===== config.mk =====
export PLATFORM = sky130hd
export DESIGN_NAME = pt_walker
export DESIGN_NICKNAME = d
export VERILOG_FILES = /design/src/rtl/ptw_pkg.sv /design/src/rtl/ptw_tcache.sv /design/src/rtl/ptw_fsm.sv /design/src/rtl/pt_walker.sv
export SDC_FILE = /design/constraint.sdc
export NUM_CORES = 1
export LEC_CHECK = 0
export BUFFER_PORTS_ARGS = -buffer_cell sky130_fd_sc_hd__buf_4
export CORE_ASPECT_RATIO = 1.75
export CORE_MARGIN = 3
export CORE_UTILIZATION = 45
export CTS_CLUSTER_DIAMETER = 50
export DETAILED_ROUTE_END_ITERATION = 8
export PLACE_DENSITY = 0.66
export SYNTH_ARGS = -nofsm -noshare
export SYNTH_HDL_FRONTEND = slang
export SYNTH_SLANG_ARGS = --single-unit
export TNS_END_PERCENT = 5

===== constraint.sdc =====
create_clock -name clk -period 9.4 [get_ports clk]
set_input_delay 0 -clock clk [delete_from_list [all_inputs] [get_ports clk]]
set_output_delay 0 -clock clk [all_outputs]
set_load 0.05 [all_outputs]

===== src/rtl/ptw_pkg.sv =====
package ptw_pkg;
  localparam int VA_W     = 32;
  localparam int OFS_W    = 12;
  localparam int IDX_W    = 10;
  localparam int PN_W     = VA_W - OFS_W;
  localparam int ATTR_W   = 6;
  localparam int ATTR_LSB = 3;
  localparam int PRES_BIT = 0;
  localparam int RD_BIT   = 1;
  localparam int WR_BIT   = 2;

  typedef enum logic [2:0] {
    ST_IDLE,
    ST_LOOK,
    ST_L1,
    ST_L2,
    ST_RESP
  } ptw_state_e;

  typedef struct packed {
    logic [PN_W-1:0]   vpn;
    logic [PN_W-1:0]   ppn;
    logic [ATTR_W-1:0] attr;
    logic              wr_ok;
    logic              rd_ok;
  } ptw_tc_ent_t;
endpackage


===== src/rtl/ptw_tcache.sv =====
module ptw_tcache
  import ptw_pkg::*;
#(
  parameter int ENTRIES = 8
) (
  input  logic            clk,
  input  logic            rst_n,
  input  logic [PN_W-1:0] lk_vpn,
  output logic            lk_hit,
  output ptw_tc_ent_t     lk_ent,
  input  logic            fill_en,
  input  ptw_tc_ent_t     fill_ent,
  input  logic            flush,
  input  logic            inval_en,
  input  logic [PN_W-1:0] inval_vpn
);
  localparam int PTR_W = (ENTRIES > 1) ? $clog2(ENTRIES) : 1;
  localparam logic [PTR_W-1:0] PTR_LAST = PTR_W'(ENTRIES - 1);

  logic [ENTRIES-1:0] vld_q, vld_d, hit_vec, inv_vec, fill_vec;
  ptw_tc_ent_t [ENTRIES-1:0] ent_q;
  logic [PTR_W-1:0] ptr_q, ptr_d;

  for (genvar gi = 0; gi < ENTRIES; gi++) begin : g_ent
    assign hit_vec[gi]  = vld_q[gi] && (ent_q[gi].vpn == lk_vpn);
    assign inv_vec[gi]  = inval_en && vld_q[gi] && (ent_q[gi].vpn == inval_vpn);
    assign fill_vec[gi] = fill_en && (ptr_q == PTR_W'(gi));
  end

  // Invalidation first, a fill in the same cycle wins for its own slot.
  always_comb begin
    vld_d = (vld_q & ~inv_vec & {ENTRIES{~flush}}) | fill_vec;
    ptr_d = ptr_q;
    if (fill_en) ptr_d = (ptr_q == PTR_LAST) ? '0 : ptr_q + 1'b1;
  end

  always_comb begin
    lk_ent = '0;
    for (int i = 0; i < ENTRIES; i++)
      if (hit_vec[i]) lk_ent = lk_ent | ent_q[i];
    lk_hit = |hit_vec;
  end

  always_ff @(posedge clk or negedge rst_n) begin
    if (!rst_n) begin
      vld_q <= '0;
      ptr_q <= '0;
    end else begin
      vld_q <= vld_d;
      ptr_q <= ptr_d;
    end
  end

  always_ff @(posedge clk) begin
    for (int i = 0; i < ENTRIES; i++)
      if (fill_vec[i]) ent_q[i] <= fill_ent;
  end
endmodule


===== src/rtl/ptw_fsm.sv =====
module ptw_fsm
  import ptw_pkg::*;
(
  input  logic              clk,
  input  logic              rst_n,
  input  logic              req_valid,
  input  logic [VA_W-1:0]   req_vaddr,
  input  logic              req_write,
  input  logic [PN_W-1:0]   tbl_pn,
  output logic              req_ready,
  output logic [PN_W-1:0]   lk_vpn,
  input  logic              lk_hit,
  input  ptw_tc_ent_t       lk_ent,
  output logic              fill_en,
  output ptw_tc_ent_t       fill_ent,
  output logic              mem_req,
  output logic [VA_W-1:0]   mem_addr,
  input  logic              mem_ack,
  input  logic [VA_W-1:0]   mem_rdata,
  input  logic              mem_err,
  output logic              rsp_ack,
  output logic [VA_W-1:0]   rsp_paddr,
  output logic [ATTR_W-1:0] rsp_attr,
  output logic              rsp_fault,
  output logic              rsp_buserr,
  output logic [VA_W-1:0]   rsp_vaddr,
  output logic              rsp_write
);
  ptw_state_e        st_q, st_d;
  logic [VA_W-1:0]   va_q;
  logic              wr_q;
  logic [PN_W-1:0]   l2pn_q;
  logic [VA_W-1:0]   paddr_q, paddr_d;
  logic [ATTR_W-1:0] attr_q, attr_d;
  logic              flt_q, flt_d, berr_q, berr_d;
  logic              va_en, l2pn_en, rsp_en;
  logic              unused_rdata;

  assign unused_rdata = ^mem_rdata[OFS_W-1:ATTR_LSB+ATTR_W];

  assign req_ready = (st_q == ST_IDLE);
  assign lk_vpn    = va_q[VA_W-1:OFS_W];
  assign mem_req   = (st_q == ST_L1) || (st_q == ST_L2);
  assign mem_addr  = (st_q == ST_L1) ? {tbl_pn, va_q[VA_W-1 -: IDX_W], 2'b00}
                                     : {l2pn_q, va_q[OFS_W +: IDX_W], 2'b00};

  assign fill_ent.vpn   = va_q[VA_W-1:OFS_W];
  assign fill_ent.ppn   = mem_rdata[VA_W-1:OFS_W];
  assign fill_ent.attr  = mem_rdata[ATTR_LSB +: ATTR_W];
  assign fill_ent.wr_ok = mem_rdata[WR_BIT];
  assign fill_ent.rd_ok = mem_rdata[RD_BIT];

  always_comb begin
    st_d    = st_q;
    va_en   = 1'b0;
    l2pn_en = 1'b0;
    rsp_en  = 1'b0;
    fill_en = 1'b0;
    paddr_d = '0;
    attr_d  = '0;
    flt_d   = 1'b0;
    berr_d  = 1'b0;
    unique case (st_q)
      ST_IDLE: if (req_valid) begin
        va_en = 1'b1;
        st_d  = ST_LOOK;
      end
      ST_LOOK: begin
        if (lk_hit) begin
          rsp_en = 1'b1;
          st_d   = ST_RESP;
          if (wr_q ? lk_ent.wr_ok : lk_ent.rd_ok) begin
            paddr_d = {lk_ent.ppn, va_q[OFS_W-1:0]};
            attr_d  = lk_ent.attr;
          end else begin
            flt_d = 1'b1;
          end
        end else begin
          st_d = ST_L1;
        end
      end
      ST_L1: if (mem_ack) begin
        if (mem_err || !mem_rdata[PRES_BIT]) begin
          rsp_en = 1'b1;
          berr_d = mem_err;
          flt_d  = !mem_err;
          st_d   = ST_RESP;
        end else begin
          l2pn_en = 1'b1;
          st_d    = ST_L2;
        end
      end
      ST_L2: if (mem_ack) begin
        rsp_en = 1'b1;
        st_d   = ST_RESP;
        if (mem_err) begin
          berr_d = 1'b1;
        end else if (!mem_rdata[PRES_BIT]) begin
          flt_d = 1'b1;
        end else begin
          fill_en = 1'b1;
          if (wr_q ? mem_rdata[WR_BIT] : mem_rdata[RD_BIT]) begin
            paddr_d = {mem_rdata[VA_W-1:OFS_W], va_q[OFS_W-1:0]};
            attr_d  = mem_rdata[ATTR_LSB +: ATTR_W];
          end else begin
            flt_d = 1'b1;
          end
        end
      end
      ST_RESP: st_d = ST_IDLE;
      default: st_d = ST_IDLE;
    endcase
  end

  always_ff @(posedge clk or negedge rst_n) begin
    if (!rst_n) begin
      st_q    <= ST_IDLE;
      va_q    <= '0;
      wr_q    <= 1'b0;
      l2pn_q  <= '0;
      paddr_q <= '0;
      attr_q  <= '0;
      flt_q   <= 1'b0;
      berr_q  <= 1'b0;
    end else begin
      st_q <= st_d;
      if (va_en) begin
        va_q <= req_vaddr;
        wr_q <= req_write;
      end
      if (l2pn_en) l2pn_q <= mem_rdata[VA_W-1:OFS_W];
      if (rsp_en) begin
        paddr_q <= paddr_d;
        attr_q  <= attr_d;
        flt_q   <= flt_d;
        berr_q  <= berr_d;
      end
    end
  end

  assign rsp_ack    = (st_q == ST_RESP);
  assign rsp_paddr  = paddr_q;
  assign rsp_attr   = attr_q;
  assign rsp_fault  = flt_q;
  assign rsp_buserr = berr_q;
  assign rsp_vaddr  = va_q;
  assign rsp_write  = wr_q;
endmodule


===== src/rtl/pt_walker.sv =====
module pt_walker
  import ptw_pkg::*;
#(
  parameter int TC_ENTRIES = 8
) (
  input  logic              clk,
  input  logic              rst_n,
  input  logic              req_valid,
  output logic              req_ready,
  input  logic [VA_W-1:0]   req_vaddr,
  input  logic              req_write,
  input  logic [PN_W-1:0]   tbl_pn,
  output logic              rsp_ack,
  output logic [VA_W-1:0]   rsp_paddr,
  output logic [ATTR_W-1:0] rsp_attr,
  output logic              rsp_fault,
  output logic              rsp_buserr,
  output logic [VA_W-1:0]   rsp_vaddr,
  output logic              rsp_write,
  output logic              mem_req,
  output logic [VA_W-1:0]   mem_addr,
  input  logic              mem_ack,
  input  logic [VA_W-1:0]   mem_rdata,
  input  logic              mem_err,
  input  logic              flush_all,
  input  logic              inval_en,
  input  logic [PN_W-1:0]   inval_vpn
);
  logic [PN_W-1:0] lk_vpn;
  logic            lk_hit, fill_en;
  ptw_tc_ent_t     lk_ent, fill_ent;

  ptw_tcache #(.ENTRIES(TC_ENTRIES)) u_tcache (
    .clk       (clk),
    .rst_n     (rst_n),
    .lk_vpn    (lk_vpn),
    .lk_hit    (lk_hit),
    .lk_ent    (lk_ent),
    .fill_en   (fill_en),
    .fill_ent  (fill_ent),
    .flush     (flush_all),
    .inval_en  (inval_en),
    .inval_vpn (inval_vpn)
  );

  ptw_fsm u_fsm (
    .clk        (clk),
    .rst_n      (rst_n),
    .req_valid  (req_valid),
    .req_vaddr  (req_vaddr),
    .req_write  (req_write),
    .tbl_pn     (tbl_pn),
    .req_ready  (req_ready),
    .lk_vpn     (lk_vpn),
    .lk_hit     (lk_hit),
    .lk_ent     (lk_ent),
    .fill_en    (fill_en),
    .fill_ent   (fill_ent),
    .mem_req    (mem_req),
    .mem_addr   (mem_addr),
    .mem_ack    (mem_ack),
    .mem_rdata  (mem_rdata),
    .mem_err    (mem_err),
    .rsp_ack    (rsp_ack),
    .rsp_paddr  (rsp_paddr),
    .rsp_attr   (rsp_attr),
    .rsp_fault  (rsp_fault),
    .rsp_buserr (rsp_buserr),
    .rsp_vaddr  (rsp_vaddr),
    .rsp_write  (rsp_write)
  );
endmodule


# After elaboration in Yosys (flattened, before gate mapping)
# Cells that the tools add are included.
# word_totals
word_cells,193
in_bits,112
reg_bits,491
out_inout_bits,108
# classes
n_eq_ne,30
n_bitwise,12
reduce_logical,40
n_mux,60
n_addsub,1
# op_table
op,n
20-bit equality test,16
28-bit two-way mux,8
32-bit two-way mux,7
28-bit OR,7
32-bit one-hot mux with 2 select lines,1
6-bit two-way mux,6
1-bit logical AND,32
1-bit two-way mux,27
3-bit two-way mux,6
8-bit bitwise AND,2
3-bit equality test (second input constant),5
3-bit by 2-bit equality test with 1-bit output (second input constant),4
3-bit one-hot mux with 4 select lines,1
6-bit one-hot mux with 2 select lines,1
8-bit inverter,1
8-bit OR,1
8-bit OR reduction,1
3-bit by 1-bit equality test with 1-bit output (second input constant),2
3-bit logical NOT,2
2-bit != test (second input constant),3
1-bit one-hot mux with 3 select lines,2
3-bit by 1-bit adder with 3-bit output (second input constant),1
3-bit AND reduction,1
1-bit logical NOT,2
other kinds (3),4

# Depth between registers and ports, before layout
# depth
depth_word,21
ltp_mapped,11
mapped_depth_nobuf,8

# Modules after synthesis
# A second synthesis with hierarchy kept.
# unflattened
cells_unflattened,1850
hier_area_um2,23882.9
# by_module_without_submodules
module,cells_each,area_each_um2,n_inst,seq_area_each_um2
ptw_tcache,1484,19188.4,1,11806.3
ptw_fsm,366,4694.5,1,2402.3

# Worst setup path after synthesis
# OpenSTA, ideal clock, no wires.
# synth_path
kind,register to register
startpoint,reg u_fsm.st_q[1]
endpoint,reg u_tcache.ent_q[240] in the netlist's numbering (enable)
slack_ns,5.659
n_path_buf,1
path_stages_with_launch,7
setup_time_ns,0.412
arrival_ns,3.330
t_required_ns,8.988
period_less_slack_ns,3.741
cell_sequence,dfrtp_1 > nor2b_1 > and2_1 > clkbuf_1 > nand2_1 > nor3_1 > and3_1
# synth_between
elab_chain_cells,3
# synth_rtl
item,line,source
"start, declared",ptw_fsm.sv:29,"ptw_state_e st_q, st_d;"
"start signal, assigned",ptw_fsm.sv:126,st_q <= st_d;
3-bit by 2-bit equality test with 1-bit output,ptw_fsm.sv:63,unique case (st_q)
1-bit two-way mux,ptw_fsm.sv:63,
1-bit logical AND,ptw_tcache.sv:27,assign fill_vec[gi] = fill_en && (ptr_q == PTR_W'(gi));
via u_tcache.fill_vec[5],ptw_tcache.sv:20,"logic [ENTRIES-1:0] vld_q, vld_d, hit_vec, inv_vec, fill_vec;"
"end signal, assigned by index",ptw_tcache.sv:56,if (fill_vec[i]) ent_q[i] <= fill_ent;
"end, declared",ptw_tcache.sv:21,ptw_tc_ent_t [ENTRIES-1:0] ent_q;
# The timed path passes the listed nets, and every way through them passes these cells.
# A chain may end at the register's enable or synchronous reset.

# Worst setup path in the final report
# layout_path
startpoint,"reg u_fsm.va_q[22], in the netlist u_fsm.rsp_vaddr[22]"
endpoint,"reg u_fsm.paddr_q[27], in the netlist u_fsm.rsp_paddr[27]"
# layout_between
elab_chain_cells,21
elab_cells_between_ends,38
classes_between,eq/ne: 8; mux: 14; bitwise: 7; reduce/logical: 9
# layout_rtl
item,line,source
"start, declared",ptw_fsm.sv:30,logic [VA_W-1:0] va_q;
"start signal, assigned",ptw_fsm.sv:128,va_q <= req_vaddr;
20-bit equality test,ptw_tcache.sv:25,assign hit_vec[gi] = vld_q[gi] && (ent_q[gi].vpn == lk_vpn);
1-bit logical AND,ptw_tcache.sv:25,
28-bit two-way mux,ptw_tcache.sv:40,if (hit_vec[i]) lk_ent = lk_ent | ent_q[i];
28-bit OR,ptw_tcache.sv:40,
28-bit two-way mux,ptw_tcache.sv:40,
28-bit OR,ptw_tcache.sv:40,
28-bit two-way mux,ptw_tcache.sv:40,
28-bit OR,ptw_tcache.sv:40,
(+5 left out),-,
28-bit OR,ptw_tcache.sv:40,
28-bit two-way mux,ptw_tcache.sv:40,
28-bit OR,ptw_tcache.sv:40,
28-bit two-way mux,ptw_tcache.sv:40,
1-bit two-way mux,ptw_fsm.sv:72,if (wr_q ? lk_ent.wr_ok : lk_ent.rd_ok) begin
32-bit two-way mux,ptw_fsm.sv:72,
32-bit two-way mux,ptw_fsm.sv:69,if (lk_hit) begin
32-bit one-hot mux with 2 select lines,ptw_fsm.sv:63,
"end signal, assigned",ptw_fsm.sv:133,paddr_q <= paddr_d;
"end, declared",ptw_fsm.sv:33,"logic [VA_W-1:0] paddr_q, paddr_d;"
# Several ways; a longest one is shown, not always the timed one.

==> reports/qor.yml <==
outcome:
  status: "completed"
global_routing:
  grt_overflow_total: 0
  track_usage: 0.249
  grt_max_degree: 66
  grt_pass1_wl_mm: 96.3
  antenna_found_initial: 0
  grt_pass1_vias: 14953
cts:
  clkSinkCount: 491
  clk_pin_slew_ns: 0.06
  clockBufferDepth: 3
  cts_setup_buffers: 0
  cts_hold_buf: 68
  clkLatencyLatePin_ns: 0.58
  cts_buffers: 46
  htreeDepth: 2
  post_cts_resized: 0
  cts_tree: "yes"
  cts_root_buffer: "clkbuf_16"
timing:
  setup_slack_ns: 5.42
  finalCriticalPeriod_ns: 3.98
  rsz0062_at_grt: "false"
  worstMarginPinSlew_ns: 1.15
  final.setup.tns_ns: 0
  finalCritPeriodShare: 0.423
  relSlewSlack: 0.234
  clock_skew_ns: 0.0166
  drv_slew: 0
  fmax_mhz: 251
  setup_viol: 0
  finalHoldViolCount: 0
floorplanning:
  die_w_microns: 173
  die_area_sq_um: 51400
  start_util: 0.457
  pin_count: 220
  num_rows: 106
  coreArea_sq_um: 47900
  die-height_microns: 298
worst_setup_path:
  startpoint_type: "flip-flop"
  cpMostUsedCell: "buf_4"
  path_cells: "buf_4 > xnor2_1 > nand3_1 > nor4_1 > and4_2 > buf_4 > a2111o_1 > nand4bb_2 > o211ai_4 > buf_4 > o21ai_2"
  path_max_fanout: 29
  critPathTopFamily: "buffers and inverters"
  crit_required_ns: 9.85
  criticalPathCategory: "reg2reg"
  cp.arrival_ns: 4.43
  cpPeakStageDelay_ns: 0.61
  worst_setup_path_end_kind: "flip-flop"
  slowest_stage: "nand4bb_2"
  crit_buf_inv: 3
power_and_ir_drop:
  p_leak_nw: 9.09
  power_density_nw_per_um2: 274
  max-vdd-ir-drop_mv: 0.303
placed_design:
  hpwl_mm: 41.5
  gp_congestion: 0.892
  pre_cts_ws_ns: 5.42
  io_buffers: 214
yosys:
  synth_ff_type: "edfxtp_1"
  syn_area_per_cell_sq_um: 14.9
  synth_top_area_cell: "edfxtp_1"
  syn_inst: 1470
  async_flop_share: 0.218
  synth.area.top_cells: "edfxtp_1 (53%), dfrtp_1 (12%), xnor2_1 (8.9%), mux2_2 (4.2%), xor2_1 (3.9%)"
  synth_top_area_share: 0.528
  synth_cell_types: 58
  synth_seq_area_share: 0.650
  synthesis.area_sq_um: 21900
  ys_ff_latch: 491
  yosysWarnings: 0
  synth-edff-count: 384
cells_and_area:
  layout.nets: 1865
  area_growth_pct: 20.3
  drive_above_1_share: 0.254
  fillers: 3835
  ff_latch_area_sq_um: 14200
  diodes: 0
  multiInputGateArea_sq_um: 7220
routing:
  detail_route.vias_per_cell: 5.89
  routedWlPerCell_microns: 27.1
  antenna_left: 0
  drtIter0Drc: 1025
  dr.pass1.iters: 5
  vias: 14336
  drc_errors: 0
  routed_wl_mm: 65.9
job:
  cap_violations: 0
min_path:
  hold_class: "in2async"
## sequential cells by signal, summed over array words and instances, names as in the netlist, 3 cells and up
signal           flops
u_tcache.ent_q     384
u_fsm.rsp_paddr     32
u_fsm.rsp_vaddr     32
u_fsm.l2pn_q        20
u_tcache.vld_q       8
u_fsm.rsp_attr       6
u_fsm.st_q           3
u_tcache.ptr_q       3
## synthesized netlist by cell type, drive strengths merged (2+ instances only)
cell type  instances
nor2              11
nor3               7
mux2              82
a21oi              3
nand3             22
nand4bb            2
a32oi             26
nand2             18
nor4bb             3
a22o              26
xnor2            222
mux2i              2
nor4b              6
nor2b              2
clkbuf            42
a32o              13
or3b               2
a22oi             57
buf               51
inv                8
a31o              20
nand2b             3
dfrtp            107
nor4              45
or4                6
nand3b             3
xor2              98
and2              12
and4               2
edfxtp           384
nor3b              2
and3              36
o21ai             31
ha                 6
a221oi            26
nand4             70
## cells by family (layout without fill, tap and decap cells)
family	count (synthesis)	in the layout	synth area share
flops	491	491	0.650
xor+xnor	320	320	0.128
simple gates	255	255	0.0714
compound gates	212	212	0.0809
buf+inv	101	415	0.0227
mux	84	84	0.0432
fa+ha+maj	6	6	0.00343
other cells	1	2	0.000172
## path summary, 6_finish.rpt
kind | start | endpoint | slack [ns] | cells past startpoint
setup / recovery | u_fsm.rsp_vaddr[22] | u_fsm.rsp_paddr[27] | 5.42 | 11
hold / removal | rst_n | u_fsm.rsp_vaddr[15] | 0.06 | 2
setup reg to reg | u_fsm.rsp_vaddr[22] | u_fsm.rsp_paddr[27] | 5.42 | 11
hold reg to reg | u_fsm.l2pn_q[4] | u_fsm.l2pn_q[4] | 0.51 | 1
max in group asynchronous | rst_n | u_fsm.rsp_paddr[11] | 8.13 | 3
min in group clk | inval_vpn[5] | u_tcache.vld_q[4] | 0.06 | 4
## power breakdown
part           leakage, nW  internal [mW]  total (mW)  switching [mW]
sequential            4.82           2.61        2.77           0.155
clock                0.708          0.986        1.81           0.824
combinational         3.56          0.861        2.63            1.77
total                 9.09           4.46        7.21            2.75
## worst register-to-register path: stages (launching register included)
cell       delay [ns]
dfrtp_1          0.56
buf_4            0.36
xnor2_1          0.16
nand3_1          0.11
nor4_1           0.05
and4_2           0.21
buf_4            0.27
a2111o_1         0.50
nand4bb_2        0.61
o211ai_4         0.48
buf_4            0.44
o21ai_2          0.12
## metal layers
layer | part of all wire | GRT usage | routed length (microns) | vias to the layer above
li1 | - | - | - | 6204
met1 | 0.37 | 0.294 | 24600 | 7433
met2 | 0.54 | 0.466 | 35400 | 580
met3 | 0.052 | 0.0287 | 3430 | 119
met4 | 0.037 | 0.0901 | 2410 | 0
met5 | 0 | 0 | 0 | -
## cells in the final DEF, fill, tap and decap left out, types with 4 or more instances in the layout
master,synthesis,routed
a221oi_1,26,26
a22o_1,26,26
a22oi_1,57,57
a31o_1,11,11
a31o_2,9,9
a32o_1,13,13
a32oi_1,26,26
and2_2,0,10
and3_1,36,33
buf_4,9,252
clkbuf_1,42,18
clkbuf_16,0,46
clkbuf_8,0,8
clkinv_1,0,4
dfrtp_1,107,107
dlygate4sd3_1,0,68
edfxtp_1,384,384
ha_1,6,6
inv_1,8,8
mux2_2,82,82
nand2_1,18,18
nand3_1,21,21
nand4_1,70,70
nor2_1,11,11
nor3_1,7,7
nor4_1,45,42
nor4b_1,6,6
o21ai_0,10,10
o21ai_2,21,20
or4_1,6,6
xnor2_1,222,222
xor2_1,98,98
## cell type report
class,instances,area share
flip-flops and latches,491,0.540
multi-input cells,879,0.274
repair buffers,321,0.0982
clock buffers,72,0.0505
well taps,648,0.0308
clock inverters,14,0.00471
inverters,8,0.00114
## metrics by stage
step / std cells / hold WS, ns / instance area [sq um] / util / power, mW
finish: 2433 / 0.0558 / 26300 / 0.549 / 7.21
global placement: 2279 / 0.0945 / 24200 / 0.505 / 5.39
CTS: 2433 / 0.0407 / 26300 / 0.549 / 7.25
global route: 2433 / 0.0693 / 26300 / 0.549 / 7.47
detailed placement: 2279 / 0.112 / 24200 / 0.505 / 5.42
floorplan: 1471 / -0.296 / 21900 / - / 4.50
Note: power is estimated with default switching activity, not from simulation.
